`src/rtl/gpio_ctl_pkg.sv`:
```
package gpio_ctl_pkg;
  localparam int BANKS = 4;
  localparam int BW    = 32;

  typedef enum logic [3:0] {
    RK_NONE, RK_LEVEL, RK_DIR, RK_SET, RK_CLR,
    RK_RISE, RK_FALL, RK_STAT, RK_AFLO, RK_AFHI
  } reg_kind_e;

  typedef struct packed {
    reg_kind_e   kind;
    logic [1:0]  bank;
  } reg_sel_t;

  // Offset decode within the 0x200 window. Banks 0..2 interleave by word
  // inside each group of three; bank 3 repeats the groups from 0x100.
  function automatic reg_sel_t decode_offset(input logic [8:0] ofs);
    reg_sel_t s;
    int w;
    s.kind = RK_NONE;
    s.bank = 2'd0;
    w = int'(ofs[8:2]);
    if (ofs[1:0] == 2'b00) begin
      if (w < 21) begin
        s.kind = reg_kind_e'(4'(w / 3 + 1));
        s.bank = 2'(w % 3);
      end else if (w < 29) begin
        s.kind = (((w - 21) % 2) == 0) ? RK_AFLO : RK_AFHI;
        s.bank = 2'((w - 21) / 2);
      end else if (w >= 64 && w <= 82 && ((w - 64) % 3) == 0) begin
        s.kind = reg_kind_e'(4'((w - 64) / 3 + 1));
        s.bank = 2'd3;
      end
    end
    return s;
  endfunction
endpackage

```
`src/rtl/gpio_in_sync.sv`:
```
module gpio_in_sync #(
  parameter int W = 32
) (
  input  logic         clk,
  input  logic         rst_n,
  input  logic [W-1:0] pad_i,
  output logic [W-1:0] lvl_o,
  output logic [W-1:0] prev_o
);
  logic [W-1:0] meta_q;
  logic [W-1:0] lvl_q;
  logic [W-1:0] prev_q;

  always_ff @(posedge clk) begin
    if (!rst_n) begin
      meta_q <= '0;
      lvl_q  <= '0;
      prev_q <= '0;
    end else begin
      meta_q <= pad_i;
      lvl_q  <= meta_q;
      prev_q <= lvl_q;
    end
  end

  assign lvl_o  = lvl_q;
  assign prev_o = prev_q;
endmodule

```
`src/rtl/gpio_bank.sv`:
```
module gpio_bank
  import gpio_ctl_pkg::*;
#(
  parameter int           W    = 32,
  parameter logic [W-1:0] WAKE = '0
) (
  input  logic         clk,
  input  logic         rst_n,
  input  logic         wr_en,
  input  reg_kind_e    wr_kind,
  input  logic [W-1:0] wdata,
  input  logic [W-1:0] lvl_i,
  input  logic [W-1:0] prev_i,
  output logic [W-1:0] dir_o,
  output logic [W-1:0] rise_o,
  output logic [W-1:0] fall_o,
  output logic [W-1:0] stat_o,
  output logic [W-1:0] aflo_o,
  output logic [W-1:0] afhi_o,
  output logic [W-1:0] view_o,
  output logic [W-1:0] drive_o,
  output logic         wake_o
);
  logic [W-1:0] dir_q, out_q, rise_q, fall_q, stat_q, aflo_q, afhi_q;
  logic [W-1:0] up, dn, set_v, clr_v;

  assign up    = lvl_i & ~prev_i;
  assign dn    = ~lvl_i & prev_i;
  assign set_v = ~dir_q & ((up & rise_q) | (dn & fall_q));
  assign clr_v = (wr_en && wr_kind == RK_STAT) ? wdata : '0;

  always_ff @(posedge clk) begin
    if (!rst_n) begin
      dir_q  <= '0;
      out_q  <= '0;
      rise_q <= '0;
      fall_q <= '0;
      stat_q <= '0;
      aflo_q <= '0;
      afhi_q <= '0;
    end else begin
      // set dominates clear on a coincident bit
      stat_q <= (stat_q & ~clr_v) | set_v;
      if (wr_en) begin
        case (wr_kind)
          RK_DIR:  dir_q  <= wdata;
          RK_SET:  out_q  <= out_q | wdata;
          RK_CLR:  out_q  <= out_q & ~wdata;
          RK_RISE: rise_q <= wdata;
          RK_FALL: fall_q <= wdata;
          RK_AFLO: aflo_q <= wdata;
          RK_AFHI: afhi_q <= wdata;
          default: ;
        endcase
      end
    end
  end

  assign dir_o   = dir_q;
  assign rise_o  = rise_q;
  assign fall_o  = fall_q;
  assign stat_o  = stat_q;
  assign aflo_o  = aflo_q;
  assign afhi_o  = afhi_q;
  assign drive_o = out_q & dir_q;
  assign view_o  = (out_q & dir_q) | (lvl_i & ~dir_q);
  assign wake_o  = |((lvl_i ^ prev_i) & ~dir_q & WAKE);
endmodule

```
`src/rtl/gpio_irq_reduce.sv`:
```
module gpio_irq_reduce #(
  parameter int N = 128
) (
  input  logic [N-1:0] stat_i,
  output logic         irq0_o,
  output logic         irq1_o,
  output logic         irqx_o
);
  assign irq0_o = stat_i[0];
  assign irq1_o = stat_i[1];
  assign irqx_o = |stat_i[N-1:2];
endmodule

```
`src/rtl/gpio_ctl.sv`:
```
module gpio_ctl
  import gpio_ctl_pkg::*;
#(
  parameter int ADDR_W = 12,
  parameter logic [BANKS*BW-1:0] WAKE_MASK =
    {32'h0012007F, 32'hEC080000, 32'h002001FC, 32'h8003FE1B}
) (
  input  logic                clk,
  input  logic                rst_n,
  input  logic                wr_en,
  input  logic                rd_en,
  input  logic [ADDR_W-1:0]   addr,
  input  logic [BW-1:0]       wdata,
  output logic                rd_valid,
  output logic [BW-1:0]       rd_data,
  output logic                level_rd_o,
  input  logic [BANKS*BW-1:0] pin_i,
  output logic [BANKS*BW-1:0] pin_o,
  output logic                irq0_o,
  output logic                irq1_o,
  output logic                irqx_o,
  output logic                wake_o
);
  localparam int PINS = BANKS * BW;

  logic           in_win;
  reg_sel_t       sel;
  logic           wr_hit;
  logic [BW-1:0]  dir_w  [BANKS];
  logic [BW-1:0]  rise_w [BANKS];
  logic [BW-1:0]  fall_w [BANKS];
  logic [BW-1:0]  stat_w [BANKS];
  logic [BW-1:0]  aflo_w [BANKS];
  logic [BW-1:0]  afhi_w [BANKS];
  logic [BW-1:0]  view_w [BANKS];
  logic [BANKS-1:0] wake_w;
  logic [PINS-1:0]  stat_flat;
  logic [BW-1:0]    rd_next;

  assign in_win = (addr[ADDR_W-1:9] == '0);
  assign sel    = decode_offset(addr[8:0]);
  assign wr_hit = wr_en && in_win && (sel.kind != RK_NONE);

  for (genvar b = 0; b < BANKS; b++) begin : g_bank
    logic [BW-1:0] lvl, prev;
    logic          bank_we;
    assign bank_we = wr_hit && (sel.bank == 2'(b));

    gpio_in_sync #(.W(BW)) u_sync (
      .clk    (clk),
      .rst_n  (rst_n),
      .pad_i  (pin_i[b*BW +: BW]),
      .lvl_o  (lvl),
      .prev_o (prev)
    );

    gpio_bank #(.W(BW), .WAKE(WAKE_MASK[b*BW +: BW])) u_bank (
      .clk     (clk),
      .rst_n   (rst_n),
      .wr_en   (bank_we),
      .wr_kind (sel.kind),
      .wdata   (wdata),
      .lvl_i   (lvl),
      .prev_i  (prev),
      .dir_o   (dir_w[b]),
      .rise_o  (rise_w[b]),
      .fall_o  (fall_w[b]),
      .stat_o  (stat_w[b]),
      .aflo_o  (aflo_w[b]),
      .afhi_o  (afhi_w[b]),
      .view_o  (view_w[b]),
      .drive_o (pin_o[b*BW +: BW]),
      .wake_o  (wake_w[b])
    );

    assign stat_flat[b*BW +: BW] = stat_w[b];
  end

  gpio_irq_reduce #(.N(PINS)) u_irq (
    .stat_i (stat_flat),
    .irq0_o (irq0_o),
    .irq1_o (irq1_o),
    .irqx_o (irqx_o)
  );

  always_comb begin
    rd_next = '0;
    if (in_win) begin
      case (sel.kind)
        RK_LEVEL: rd_next = view_w[sel.bank];
        RK_DIR:   rd_next = dir_w[sel.bank];
        RK_RISE:  rd_next = rise_w[sel.bank];
        RK_FALL:  rd_next = fall_w[sel.bank];
        RK_STAT:  rd_next = stat_w[sel.bank];
        RK_AFLO:  rd_next = aflo_w[sel.bank];
        RK_AFHI:  rd_next = afhi_w[sel.bank];
        default:  rd_next = '0;
      endcase
    end
  end

  always_ff @(posedge clk) begin
    if (!rst_n) begin
      rd_valid   <= 1'b0;
      rd_data    <= '0;
      level_rd_o <= 1'b0;
      wake_o     <= 1'b0;
    end else begin
      rd_valid   <= rd_en;
      rd_data    <= rd_en ? rd_next : '0;
      level_rd_o <= rd_en && in_win && (sel.kind == RK_LEVEL);
      wake_o     <= |wake_w;
    end
  end
endmodule

```
`config.mk`:
```
export PLATFORM = sky130hd
export DESIGN_NAME = gpio_ctl
export DESIGN_NICKNAME = d
export VERILOG_FILES = /design/src/rtl/gpio_ctl_pkg.sv /design/src/rtl/gpio_in_sync.sv /design/src/rtl/gpio_bank.sv /design/src/rtl/gpio_irq_reduce.sv /design/src/rtl/gpio_ctl.sv
export SDC_FILE = /design/constraint.sdc
export NUM_CORES = 2
export LEC_CHECK = 0
export BUFFER_PORTS_ARGS = -buffer_cell sky130_fd_sc_hd__buf_4
export CAP_MARGIN = 0
export CORE_ASPECT_RATIO = 2
export CORE_MARGIN = 4
export CORE_UTILIZATION = 55
export DETAILED_ROUTE_END_ITERATION = 8
export PLACE_DENSITY = 0.77
export SETUP_SLACK_MARGIN = 0.1
export SLEW_MARGIN = 20
export SYNTH_ARGS = -nofsm -noshare
export SYNTH_HDL_FRONTEND = slang
export SYNTH_SLANG_ARGS = --single-unit
```
`constraint.sdc`:
```
create_clock -name clk -period 7.25 [get_ports clk]
set_clock_uncertainty 0.05 [all_clocks]
set_input_delay 0.3625 -clock clk [delete_from_list [all_inputs] [get_ports clk]]
set_output_delay 0.3625 -clock clk [all_outputs]
set_load 0.02 [all_outputs]
```
==> flow_summary.json <==
{
  "status": "finished clean",
  "placed_cell_area_mm2": 0.0654,
  "clock_latency_ps": 800,
  "areaGrowthSynthToFinish_pct": 18.6,
  "yosys_warnings": 0,
  "final_cells": 9349,
  "postCtsSetupRepairBufs": 0,
  "critical_path.startpoint_type": "primary input",
  "placer_s_final_routability_congestion_estimate": 1.05,
  "critPathCaptureType": "flop",
  "site_row_count": 171,
  "core_area_mm2": 0.108,
  "totalWireLength_mm": 269,
  "register_area_mm2": 0.0263,
  "synth_edf_count": 0,
  "timing.max_cap.violations": 0,
  "multiInputGateArea_mm2": 0.0303,
  "routed-via-count": 59600,
  "dp_cells": 8959,
  "detailedRoute.firstPassIterationCount": 8,
  "gr-usage-all-layers_pct": 45.5,
  "design.die.area_mm2": 0.115,
  "critical_path.max_fanout": 40,
  "synthArstFlopShare_pct": 0,
  "num-nets-final": 8115,
  "grt_overflow": 0,
  "setup_viol": 0,
  "drc": 0,
  "cts_tree": "yes",
  "avgSynthCellArea_um2": 7.95,
  "hpwl_mm": 182,
  "p_total_mw": 15.6,
  "routed_antenna_nets": 0,
  "first_iteration_detailed_routing_drc_count": 6922,
  "vias_in_the_first_global_route": 57800,
  "cpPeakStageDelay_ps": 760,
  "ios": 342,
  "layout-drive-gt1-share_pct": 11.8,
  "power.static_leakage_nw": 26.8,
  "finalCritPeriodShare_pct": 94.5,
  "cp_top_family": "compound AO/OA/AOI/OAI gates",
  "total_number_of_clock_tree_sinks": 1315,
  "clock.fmax_mhz": 146,
  "worstPathArrival_ps": 7420,
  "final_hold_viol_count": 0,
  "syn-num-nets": 7805,
  "clkSlewWorstSetupHoldPaths_ps": 70,
  "switching_share_pct": 25.8,
  "grt_start_max_net_pins": 228,
  "power.clock.fraction_pct": 43.0,
  "cts_max_level": 3,
  "fin_setup_tns_ps": 0,
  "final-max-slew-violation-count": 0,
  "hold_path_class": "primary input to flop",
  "worst-slew-pin-transition_ps": 1220,
  "final_common_cell": "sky130_fd_sc_hd__nand2_1",
  "grt_pass1_wl_mm": 384,
  "n_fill_cell": 9192,
  "power-per-cell-area_mw_per_mm2": 219,
  "cts-root-buf": "sky130_fd_sc_hd__clkbuf_16",
  "vias_per_cell": 6.38,
  "cts_buffers": 114,
  "worst-setup-path-type": "primary input to flop",
  "p_seq_share_pct": 47.3,
  "die_height_um": 475,
  "final_hold_slack_ps": 46.0,
  "worst-endpoint-required_ps": 7820,
  "share_comb_of_total_power_pct": 9.7,
  "timing.critical_path.slowest_stage_cell": "sky130_fd_sc_hd__o21ai_0",
  "synth_cell_types": 89,
  "syn_inst": 7543,
  "syn_area_mm2": 0.0600,
  "crit-reg2reg-launch": "g_bank[3].u_sync.lvl_o[1]",
  "yosysSeqAreaShare_pct": 43.9,
  "antenna_found_initial": 19,
  "vdd_ir_drop_max_v": 0.000231,
  "detail_route.wl_per_cell_um": 28.7,
  "netSwitchingPower_mw": 4.03,
  "grt_setup_unrepaired": "false",
  "timing.slew.headroom_pct": 18.9,
  "numPortBuffers": 341,
  "worstPathBufferInverterCount": 4,
  "clk_path_buf_depth": 3,
  "setup.worst_path.start": "addr[7]",
  "synth.ff_latch_count": 1315,
  "period_needed_ps": 6850,
  "postSynth.topFlopCell": "sky130_fd_sc_hd__dfxtp_1",
  "final_area_mm2": 0.0711,
  "start_util_pct": 55.3,
  "power.internal_mw": 11.6,
  "die_w_um": 241,
  "hold_path_startpoint": "rst_n",
  "most-common-layout-cells": "sky130_fd_sc_hd__nand2_1, sky130_fd_sc_hd__dfxtp_1, sky130_fd_sc_hd__and2_1"
}
flip-flops by register name (all words and copies together), names as in the netlist, named ones only:
register / count
g_bank.u_sync.prev_o: 128
rd_data: 32
level_rd_o: 1
g_bank.u_bank.aflo_o: 128
g_bank.u_bank.stat_o: 128
wake_o: 1
g_bank.u_sync.meta_q: 128
g_bank.u_bank.afhi_o: 128
g_bank.u_sync.lvl_o: 128
g_bank.u_bank.dir_o: 128
g_bank.u_bank.fall_o: 128
rd_valid: 1
g_bank.u_bank.rise_o: 128
cells in the mapped netlist (165+ instances only):
master	n	area, um2
sky130_fd_sc_hd__and2_1	588	3680
sky130_fd_sc_hd__nand2_1	2049	7690
sky130_fd_sc_hd__mux2i_1	185	1850
sky130_fd_sc_hd__clkbuf_1	413	1550
sky130_fd_sc_hd__nor2_1	209	785
sky130_fd_sc_hd__o21ai_0	321	1610
sky130_fd_sc_hd__a21boi_0	186	1400
sky130_fd_sc_hd__a21boi_1	456	3420
sky130_fd_sc_hd__dfxtp_1	1315	26300
sky130_fd_sc_hd__inv_1	235	882
sky130_fd_sc_hd__buf_2	165	826
sky130_fd_sc_hd__nand3_1	233	1170
repair_timing:
action | CTS | global route
endpoints found under the hold margin | 737 | 0
gates resized for setup | 0 | 1
hold buffers | 161 | 0
endpoints found under the setup margin | 0 | 1
tightest hold or removal path: cells and delay by family:
family	cells	cell delay, ps
buf+inv	1	240
mux	1	60
simple gates	1	150
worst paths after layout:
| check | to | slack (ps) | cells past startpoint |
|---|---|---|---|
| min reg2reg | g_bank[0].u_sync.lvl_o[31] | 380 | 1 |
| max reg2reg | wake_o | 4500 | 6 |
| min | flop | 50 | 3 |
| max | rd_data[7] | 400 | 26 |
stage by stage:
stage / utilization [%] / worst slack (ps)
2_1_floorplan: - / 165
3_3_place_gp: 60.3 / -224
3_5_place_dp: 60.3 / -265
4_1_cts: 65.5 / 504
5_1_grt: 65.5 / 156
6_report: 65.6 / 401
power by group through the flow:
| stage | logic (mW) | registers, mW | clock network, mW |
|---|---|---|---|
| floorplan | 0.785 | 7.50 | 0 |
| global placement | 1.37 | 7.53 | 0 |
| detailed placement | 1.38 | 7.53 | 0 |
| CTS | 1.45 | 7.37 | 6.71 |
| global route | 1.56 | 7.37 | 7.00 |
| finish | 1.52 | 7.37 | 6.71 |
area by class of cell:
type                       instances  share of cell area [%]
timing repair buffer             815                    10.9
sequential                      1315                    37.0
inverter                         235                    1.24
tap                             1384                    2.44
antenna                           13                  0.0457
clock buffer                     154                    4.53
multi-input combinational       5372                    42.7
clock inverter                    61                    1.16
cells by family (layout without fill, tap and decap cells):
family                     after synthesis  in the layout  synth area share, %
buffers and inverters                  856           1265                 5.86
and+or+nand+nor                       3386           3386                 25.5
xor gates and xnor gates                15             15                0.250
AOI/OAI and AO/OA                     1692           1692                 19.5
adders and majority gates               87             87                 1.81
muxes                                  192            192                 3.22
other                                    0             13                    0
DFF                                   1315           1315                 43.9
routing by layer:
metal	vias up	routed length, um	global-route usage [%]
met2	4143	117000	69.7
met5	-	65	0
met3	1673	29000	12.9
met4	8	35500	45.8
met1	27900	87200	48.6
li1	25900	-	-
No activity file was read; power rests on OpenSTA's default activity.
